===== src/rtl/fp_compare_unit.sv =====
module fp_compare_unit #(
  parameter int  DW        = 64,
  parameter int  EW        = 11,
  parameter int  RW        = 5,
  parameter int  IW        = 32,
  parameter logic [63:0] TRUE_WORD = 64'h4000_0000_0000_0000
) (
  input  logic          clk,
  input  logic          rst_n,
  input  logic          in_valid,
  output logic          in_ready,
  input  logic [IW-1:0] insn,
  input  logic [DW-1:0] op_a,
  input  logic [DW-1:0] op_b,
  input  logic          daz,
  output logic          out_valid,
  input  logic          out_ready,
  output logic          res_we,
  output logic [DW-1:0] res,
  output logic [RW-1:0] rd,
  output logic [RW-1:0] rs_a,
  output logic [RW-1:0] rs_b,
  output logic          flag_inv,
  output logic          flag_den,
  output logic          flag_ill
);
  localparam int FW = DW - EW - 1;

  logic [EW-1:0] ea, eb;
  logic [FW-1:0] fa, fb;
  logic a_nan, b_nan, a_snan, b_snan, a_den, b_den, a_zero, b_zero;
  logic [DW-1:0] ka, kb;
  logic [3:0] func;
  logic legal, unord, eq, lt, truth, inv, fire;

  assign ea = op_a[DW-2 -: EW];
  assign eb = op_b[DW-2 -: EW];
  assign fa = op_a[FW-1:0];
  assign fb = op_b[FW-1:0];

  assign a_nan  = (&ea) && (fa != '0);
  assign b_nan  = (&eb) && (fb != '0);
  assign a_snan = a_nan && !fa[FW-1];
  assign b_snan = b_nan && !fb[FW-1];
  assign a_den  = (ea == '0) && (fa != '0);
  assign b_den  = (eb == '0) && (fb != '0);
  assign a_zero = (ea == '0) && ((fa == '0) || daz);
  assign b_zero = (eb == '0) && ((fb == '0) || daz);

  assign ka = a_zero ? {1'b1, {(DW-1){1'b0}}} :
              op_a[DW-1] ? ~op_a : {1'b1, op_a[DW-2:0]};
  assign kb = b_zero ? {1'b1, {(DW-1){1'b0}}} :
              op_b[DW-1] ? ~op_b : {1'b1, op_b[DW-2:0]};

  assign func  = insn[8:5];
  assign legal = (func[3:2] == 2'b01);
  assign unord = a_nan || b_nan;
  assign eq    = !unord && (ka == kb);
  assign lt    = !unord && (ka < kb);

  always_comb begin
    case (func[1:0])
      2'd0:    truth = unord;
      2'd1:    truth = eq;
      2'd2:    truth = lt;
      default: truth = lt || eq;
    endcase
  end

  assign inv      = unord && (func[1] || a_snan || b_snan);
  assign in_ready = !out_valid || out_ready;
  assign fire     = in_valid && in_ready;

  always_ff @(posedge clk or negedge rst_n) begin
    if (!rst_n) begin
      out_valid <= 1'b0;
      res_we    <= 1'b0;
      res       <= '0;
      rd        <= '0;
      rs_a      <= '0;
      rs_b      <= '0;
      flag_inv  <= 1'b0;
      flag_den  <= 1'b0;
      flag_ill  <= 1'b0;
    end else if (fire) begin
      out_valid <= 1'b1;
      res_we    <= legal;
      res       <= (legal && truth) ? TRUE_WORD : '0;
      rd        <= insn[4:0];
      rs_a      <= insn[25:21];
      rs_b      <= insn[20:16];
      flag_inv  <= legal && inv;
      flag_den  <= legal && (a_den || b_den);
      flag_ill  <= !legal;
    end else if (out_ready) begin
      out_valid <= 1'b0;
    end
  end

  AST_RES_PATTERN: assert property (@(posedge clk) disable iff (!rst_n)
    out_valid |-> (res == '0 || res == TRUE_WORD)) else $error("res pattern");
  AST_ILL_NO_WRITE: assert property (@(posedge clk) disable iff (!rst_n)
    (out_valid && flag_ill) |-> (!res_we && res == '0 && !flag_inv && !flag_den)) else $error("illegal write");
  AST_ILL_EXCL: assert property (@(posedge clk) disable iff (!rst_n)
    out_valid |-> (flag_ill != res_we)) else $error("ill/we");
  AST_ONE_CYCLE: assert property (@(posedge clk) disable iff (!rst_n)
    (in_valid && in_ready) |=> out_valid) else $error("latency");
  AST_STALL_HOLD: assert property (@(posedge clk) disable iff (!rst_n)
    (out_valid && !out_ready) |=> (out_valid && $stable(res) && $stable(rd) && $stable(flag_inv))) else $error("stall");
  AST_FIELDS: assert property (@(posedge clk) disable iff (!rst_n)
    (in_valid && in_ready) |=> (rd == $past(insn[4:0]) && rs_a == $past(insn[25:21]) && rs_b == $past(insn[20:16]))) else $error("fields");
  AST_ORDERED_NAN_INV: assert property (@(posedge clk) disable iff (!rst_n)
    (in_valid && in_ready && insn[8:6] == 3'b011 && (a_nan || b_nan)) |=> (flag_inv && res == '0)) else $error("nan inv");
endmodule


===== config.mk =====
export PLATFORM = sky130hd
export DESIGN_NAME = fp_compare_unit
export DESIGN_NICKNAME = d
export VERILOG_FILES = /design/src/rtl/fp_compare_unit.sv
export SDC_FILE = /design/constraint.sdc
export NUM_CORES = 1
export LEC_CHECK = 0
export BUFFER_PORTS_ARGS = -buffer_cell sky130_fd_sc_hd__buf_2
export CORE_MARGIN = 1.5
export CORE_UTILIZATION = 48
export CTS_BUF_LIST = sky130_fd_sc_hd__clkbuf_2
export CTS_CLUSTER_DIAMETER = 150
export CTS_CLUSTER_SIZE = 30
export DETAILED_ROUTE_END_ITERATION = 6
export PLACE_DENSITY_LB_ADDON = 0.08
export SLEW_MARGIN = 20
export SYNTH_ARGS = -nofsm -noshare
export SYNTH_HDL_FRONTEND = slang
export SYNTH_SLANG_ARGS = --single-unit

===== constraint.sdc =====
create_clock -name clk -period 1.8 [get_ports clk]
set_input_delay 0.18 -clock clk [delete_from_list [all_inputs] [get_ports clk]]
set_output_delay 0.18 -clock clk [all_outputs]
set_load 0.05 [all_outputs]

==> results of run 1 <==
==> cells in the mapped netlist, drive strengths merged, types with 2 or more instances <==
| library cell | n | share of area |
|---|---|---|
| nand2 | 83 | 0.066 |
| buf | 75 | 0.11 |
| nor2 | 72 | 0.058 |
| ha | 64 | 0.17 |
| xor2 | 64 | 0.12 |
| xnor2 | 62 | 0.12 |
| nor4 | 36 | 0.052 |
| a21oi | 29 | 0.031 |
| nand4 | 23 | 0.031 |
| dfrtp | 21 | 0.11 |
| clkbuf | 16 | 0.013 |
| mux2 | 15 | 0.036 |
| nand3 | 11 | 0.012 |
| o21ai | 8 | 0.0085 |
| a21o | 4 | 0.0064 |
| a221oi | 4 | 0.0074 |
| inv | 4 | 0.0032 |
| nand2b | 4 | 0.0053 |
| nor3 | 4 | 0.0042 |
| a211oi | 2 | 0.0032 |
| a22o | 2 | 0.0037 |
| and2 | 2 | 0.0027 |
| o22ai | 2 | 0.0027 |
| or4 | 2 | 0.0032 |
==> placed cells by master (no fill, tap or decap), types with 5 or more instances in the layout <==
master,n
nand3_1,10
nand4_1,23
nand2_1,83
xnor2_1,62
nor2_1,68
o21ai_0,5
ha_1,63
dfrtp_1,20
nor4_2,6
mux2_2,15
buf_4,177
nor4_4,7
a21oi_1,25
xor2_1,64
buf_12,11
conb_1,63
nor4_1,23
buf_2,169
==> final cells by class <==
type	count	area, sq um	share of cell area
well taps	129	161	0.0221
diodes	1	2.50	0.000342
repair buffers	366	2540	0.347
multi-input cells	570	4050	0.553
clock buffers	3	15.0	0.00205
clock inverters	1	5.00	0.000685
flip-flops and latches	21	527	0.0721
inverters	4	15.0	0.00205
==> cell families after synthesis <==
family                   after synthesis
XOR/XNOR                             126
AO/OA/AOI/OAI                         59
AND/OR/NAND/NOR                      243
flip-flops                            21
multiplexers                          15
adder cells (fa/ha/maj)               64
buffers and inverters                 95
other                                  1
==> worst max-delay path by stage <==
stage	end	slack (ns)	cells after the start
floorplan	res[62]$_DFFE_PN0P_	-1.14	15
global placement	res[62]$_DFFE_PN0P_	-1.57	17
detailed placement	res[62]$_DFFE_PN0P_	-1.67	15
CTS	res[62]$_DFFE_PN0P_	-1.14	18
global route	res[62]$_DFFE_PN0P_	-1.37	18
finish	res[62]$_DFFE_PN0P_	-1.20	19
==> report_power, final <==
part	internal (mW)	total [mW]	leakage, nW	switching (mW)
Clock	0.0504	0.192	0.0164	0.142
Sequential	0.528	0.557	0.250	0.0290
Combinational	0.994	2.39	3.60	1.39
Total	1.57	3.14	3.87	1.56
==> state kept, by name, indices dropped and copies added, names as in the netlist <==
| name | count |
|---|---|
| flag_inv | 1 |
| res | 1 |
| rs_a | 5 |
| rs_b | 5 |
| res_we | 1 |
| rd | 5 |
| flag_ill | 1 |
| flag_den | 1 |
| out_valid | 1 |
==> routing by layer <==
| layer | up-vias | wire length, um |
|---|---|---|
| met4 | 0 | 475 |
| met1 | 2561 | 6560 |
| met5 | - | 0 |
| met3 | 43 | 948 |
| li1 | 2719 | - |
| met2 | 237 | 7580 |
==> stage by stage <==
stage	total power, mW	utilization	hold slack [ns]	std cells	TNS [ns]
detailed placement	2.85	0.740	0.158	1077	-2.44
global placement	2.78	0.740	0.148	1077	-2.23
floorplan	2.08	-	-0.116	686	-1.14
CTS	3.09	0.773	0.0543	1091	-1.14
finish	3.14	0.780	0.0696	1095	-1.20
global route	3.38	0.780	0.0360	1095	-1.37
==> repair_timing <==
action,4_1_cts,5_1_grt
endpoints found under the setup margin,2,1
cloned,3,0
gates resized for setup,31,9
hold buffers,1,0
pin swaps,26,21
setup buffers,7,3
hold endpoints to repair,21,0
==> impl_metrics.toml, run 1 <==
[routing]
drt_iter0_markers = 248
firstDrtPassIters = 4
drc = 0
vias_per_cell = 5.08
vias = 5560
routed_wirelength_mm = 15.6
ant_nets = 0
wl_per_cell_um = 14.2

[global_routing]
track_usage = 0.288
overflow = 0
use_met1 = 0.353
met3_usage = 0.0267
antenna_found_initial = 1
grt_pass1_vias = 5436
grt_pass1_wl_mm = 24.0
grt_max_degree = 30
grtUsageMet2 = 0.519
busiest_layer = "met2"

[place]
place_area_sq_um = 6940
place_ws_ns = -1.67
io_buffers = 173
dp.final_hpwl_mm = 12.6
gp_congestion = 0.900

[timing]
setup_viol = 1
rsz0062_at_grt = "yes"
setup_ws_ns = -1.20
drv_slew = 0
fmax_mhz = 333
hold_violations = 0
final.period_utilization = 1.67
finClkSkew_ns = 0.00497
finalCriticalPeriod_ns = 3.00

[setup_path]
cp.arrival_ns = 3.27
cp_top_family = "simple AND/OR/NAND/NOR gates"
cp_num_buf_inv = 5
end_kind = "flip-flop"
worstPathCellList = "buf_2 > nor4_2 > buf_4 > nand4_1 > nor4_4 > nor2_2 > nor2_4 > buf_12 > buf_6 > buf_16 > nor2_1 > ha_1 > a21o_1 > nand3_1 > a211oi_1 > or4b_4 > a21oi_2 > o21ai_1 > a21oi_1"
crit_path_max_fanout = 8
required_ns = 2.07
r2r_slack_ns = 0.42
r2r_end = "res[62]$_DFFE_PN0P_"
startpoint_type = "input pin"
rr_startpoint = "out_valid$_DFFE_PN0P_"
critPathLaunch = "op_a[40]"
r2r_cells = 7
crit_slowest_cell = "or4b_4"
cpPeakStageDelay_ns = 0.49
crit_type = "in -> reg"

[clock_tree]
cts_root_buffer = "clkbuf_2"
clk_pin_slew_ns = 0.19
cts.sinks = 21
clk_latency_ns = 0.32
tritoncts = "yes"
clk_path_buf_depth = 2
cts_max_level = 1
cts_made_buffers = 3

[logic_synthesis]
synthSimpleGateAreaFrac = 0.244
synth_cells = 624
syn-mean-instance-area_sq_um = 7.55
synthDistinctLibCells = 45
synthXorXnorAreaFrac = 0.234
synthMuxAreaShare = 0.0358
synth_compound_area_frac = 0.0765
async_reset_ff_frac = 1.00
ys_ff_latch = 21
synth-adder-area-share = 0.170
dominantRegCellSynth = "dfrtp_1"
seq_area_frac_synth = 0.112
synth_warnings = 0
synthesis.area_sq_um = 4710
synth_edf_count = 0
synth_top_family_by_area = "simple AND/OR/NAND/NOR gates"

[die]
die_area_sq_um = 10400
die_w_um = 102
core_area_sq_um = 9370
start_util = 0.503
fp.dieH_um = 102
io_pins = 250
rows = 35

[power]
max-vdd-ir-drop_v = 0.000572
p_leak_nw = 3.87
power_density_nw_per_um2 = 429

[min_path]
hold_class = "in -> reg"
hold_end = "out_valid$_DFFE_PN0P_"
worstHoldPathCells = 2
hold_start = "in_valid"

[outcome]
violations = "negative setup slack"
status = "complete, but fails checks"

[layout]
nFillCells = 724
layout-drive-gt1-share = 0.433
design_area_sq_um = 7310
syn2layout_area_growth_pct = 55.2
fin_nets = 1195

[job]
cap_viol_max_count = 0
No activity file was read; power rests on OpenSTA's default activity.
==> run 2: changes to the inputs <==
--- a/config.mk
+++ b/config.mk
@@ -12,7 +12,7 @@
 export CTS_CLUSTER_DIAMETER = 150
 export CTS_CLUSTER_SIZE = 30
 export DETAILED_ROUTE_END_ITERATION = 6
-export PLACE_DENSITY_LB_ADDON = 0.08
+export PLACE_DENSITY = 0.94
 export SLEW_MARGIN = 20
 export SYNTH_ARGS = -nofsm -noshare
 export SYNTH_HDL_FRONTEND = slang
==> impl_metrics.toml, run 2 (synthesized netlist as in run 1, its figures left out) <==
[place]
dp.final_hpwl_mm = 14.3
gp_congestion = 0.951
io_buffers = 173
place_ws_ns = -1.93

[setup_path]
crit_type = "in -> reg"
r2r_cells = 6
r2r_slack_ns = 0.26
r2r_end = "res[62]$_DFFE_PN0P_"
end_kind = "flip-flop"
crit_path_max_fanout = 7
startpoint_type = "input pin"
rr_startpoint = "out_valid$_DFFE_PN0P_"
cp.arrival_ns = 3.89
required_ns = 2.10

[die]
core_area_sq_um = 9370
io_pins = 250
die_area_sq_um = 10400
fp.dieH_um = 102
start_util = 0.503
die_w_um = 102
rows = 35

[job]
cap_viol_max_count = 0

[clock_tree]
cts_made_buffers = 3
cts_max_level = 1
tritoncts = "yes"
clk_path_buf_depth = 2
clk_pin_slew_ns = 0.24
cts_root_buffer = "clkbuf_2"
cts.sinks = 21
clk_latency_ns = 0.36

[timing]
fmax_mhz = 278
slew_headroom = 0.462
finalCriticalPeriod_ns = 3.59
rsz0062_at_grt = "yes"
finClkSkew_ns = 0.0308
setup_viol = 2
final.period_utilization = 2.00
setup_ws_ns = -1.79
worstMarginPinSlew_ns = 0.801
drv_slew = 0
hold_violations = 0

[min_path]
hold_start = "insn[22]"
hold_class = "in -> reg"
worstHoldPathCells = 2
hold_end = "rs_a[1]$_DFFE_PN0P_"

[layout]
largest_registers = "rd x5, rs_a x5, rs_b x5"
fin_nets = 1219
seq_area_sq_um = 527
layout_commonest_cell = "buf_4"
syn2layout_area_growth_pct = 70.6
layout-drive-gt1-share = 0.517
layout_common_cells = "buf_4 (196), buf_2 (166), nand2_1 (80), xor2_1 (64), conb_1 (63)"
multi_input_area_sq_um = 4570
nFillCells = 451

[global_routing]
grt_pass1_wl_mm = 32.2
track_usage = 0.398
grt_pass1_vias = 6659
grt_max_degree = 33
overflow = 0
antenna_found_initial = 1

[routing]
drt_iter0_markers = 847
vias = 6967
vias_per_cell = 6.22
routed_wirelength_mm = 27.2
wl_per_cell_um = 24.3
ant_nets = 0
firstDrtPassIters = 7
drc = 0

[power]
total_power_mw = 3.92
max-vdd-ir-drop_v = 0.000558
power_density_nw_per_um2 = 487
p_leak_nw = 4.04

[outcome]
status = "complete, but fails checks"
violations = "negative setup slack"
[run 2: cell count changes in the layout (fill, tap and decap cells not counted), sizes merged]
cell	change
clkbuf	+1
bufbuf	-1
diode	+1
clkinv	-1
buf	+25
[run 2: worst max path at each step]
stage          slack, ns  startpoint             endpoint  cells past startpoint
3_5_place_dp       -1.93    op_a[26]  res[62]$_DFFE_PN0P_                     17
6_report           -1.79    op_a[47]  res[62]$_DFFE_PN0P_                     18
2_1_floorplan      -1.14    op_a[27]  res[62]$_DFFE_PN0P_                     15
5_1_grt            -2.16    op_a[27]  res[62]$_DFFE_PN0P_                     16
4_1_cts            -1.16    op_a[23]  res[62]$_DFFE_PN0P_                     17
3_3_place_gp       -1.74    op_a[26]  res[62]$_DFFE_PN0P_                     17
[run 2: layout make-up]
cell class              count  share of cell area
inverters                   4             0.00187
multi-input cells         570               0.569
clock buffers               4             0.00249
diodes                      2            0.000623
repair buffers            390               0.341
well taps                 129              0.0201
flip-flops and latches     21              0.0655
[run 2: metrics by stage]
step	hold WS (ns)	instance area, sq um	std cells	util	setup TNS (ns)
floorplan	-0.116	5030	686	-	-1.14
global placement	0.158	6990	1088	0.746	-2.41
global route	0.0215	8030	1119	0.857	-2.55
finish	0.0420	8040	1120	0.858	-1.86
CTS	0.0540	7540	1114	0.804	-1.16
detailed placement	0.170	6990	1088	0.746	-2.42
[run 2: report_power, final]
part           internal, mW  total [mW]  switching [mW]
registers             0.529       0.564          0.0353
clock network        0.0587       0.221           0.162
logic                  1.22        3.13            1.91
[run 2: timing repair]
item,CTS,global route
resized for setup,61,90
pin swaps,56,67
hold endpoints to repair,21,0
hold buffers,1,0
setup buffers,18,11
endpoints found under the setup margin,2,2
cloned,4,0
[run 2: metal layers]
metal,routed length [um],up-vias,track usage
met5,0,-,0
met4,3460,0,0.341
met3,3460,321,0.0978
met2,12000,764,0.700
met1,8200,3103,0.390
li1,-,2779,-
[run 2: worst max-delay path: stages]
cell	delay, ns
buf_6	0.10
nor4_2	0.25
buf_4	0.15
nand4_1	0.25
nor4_4	0.42
nor2_2	0.10
nor2_4	0.23
buf_8	0.19
buf_4	0.14
nor2_1	0.05
ha_1	0.34
a21oi_1	0.38
o21a_1	0.25
a2bb2oi_2	0.24
nand3_4	0.16
a21oi_2	0.17
o21ai_1	0.09
a21oi_1	0.19
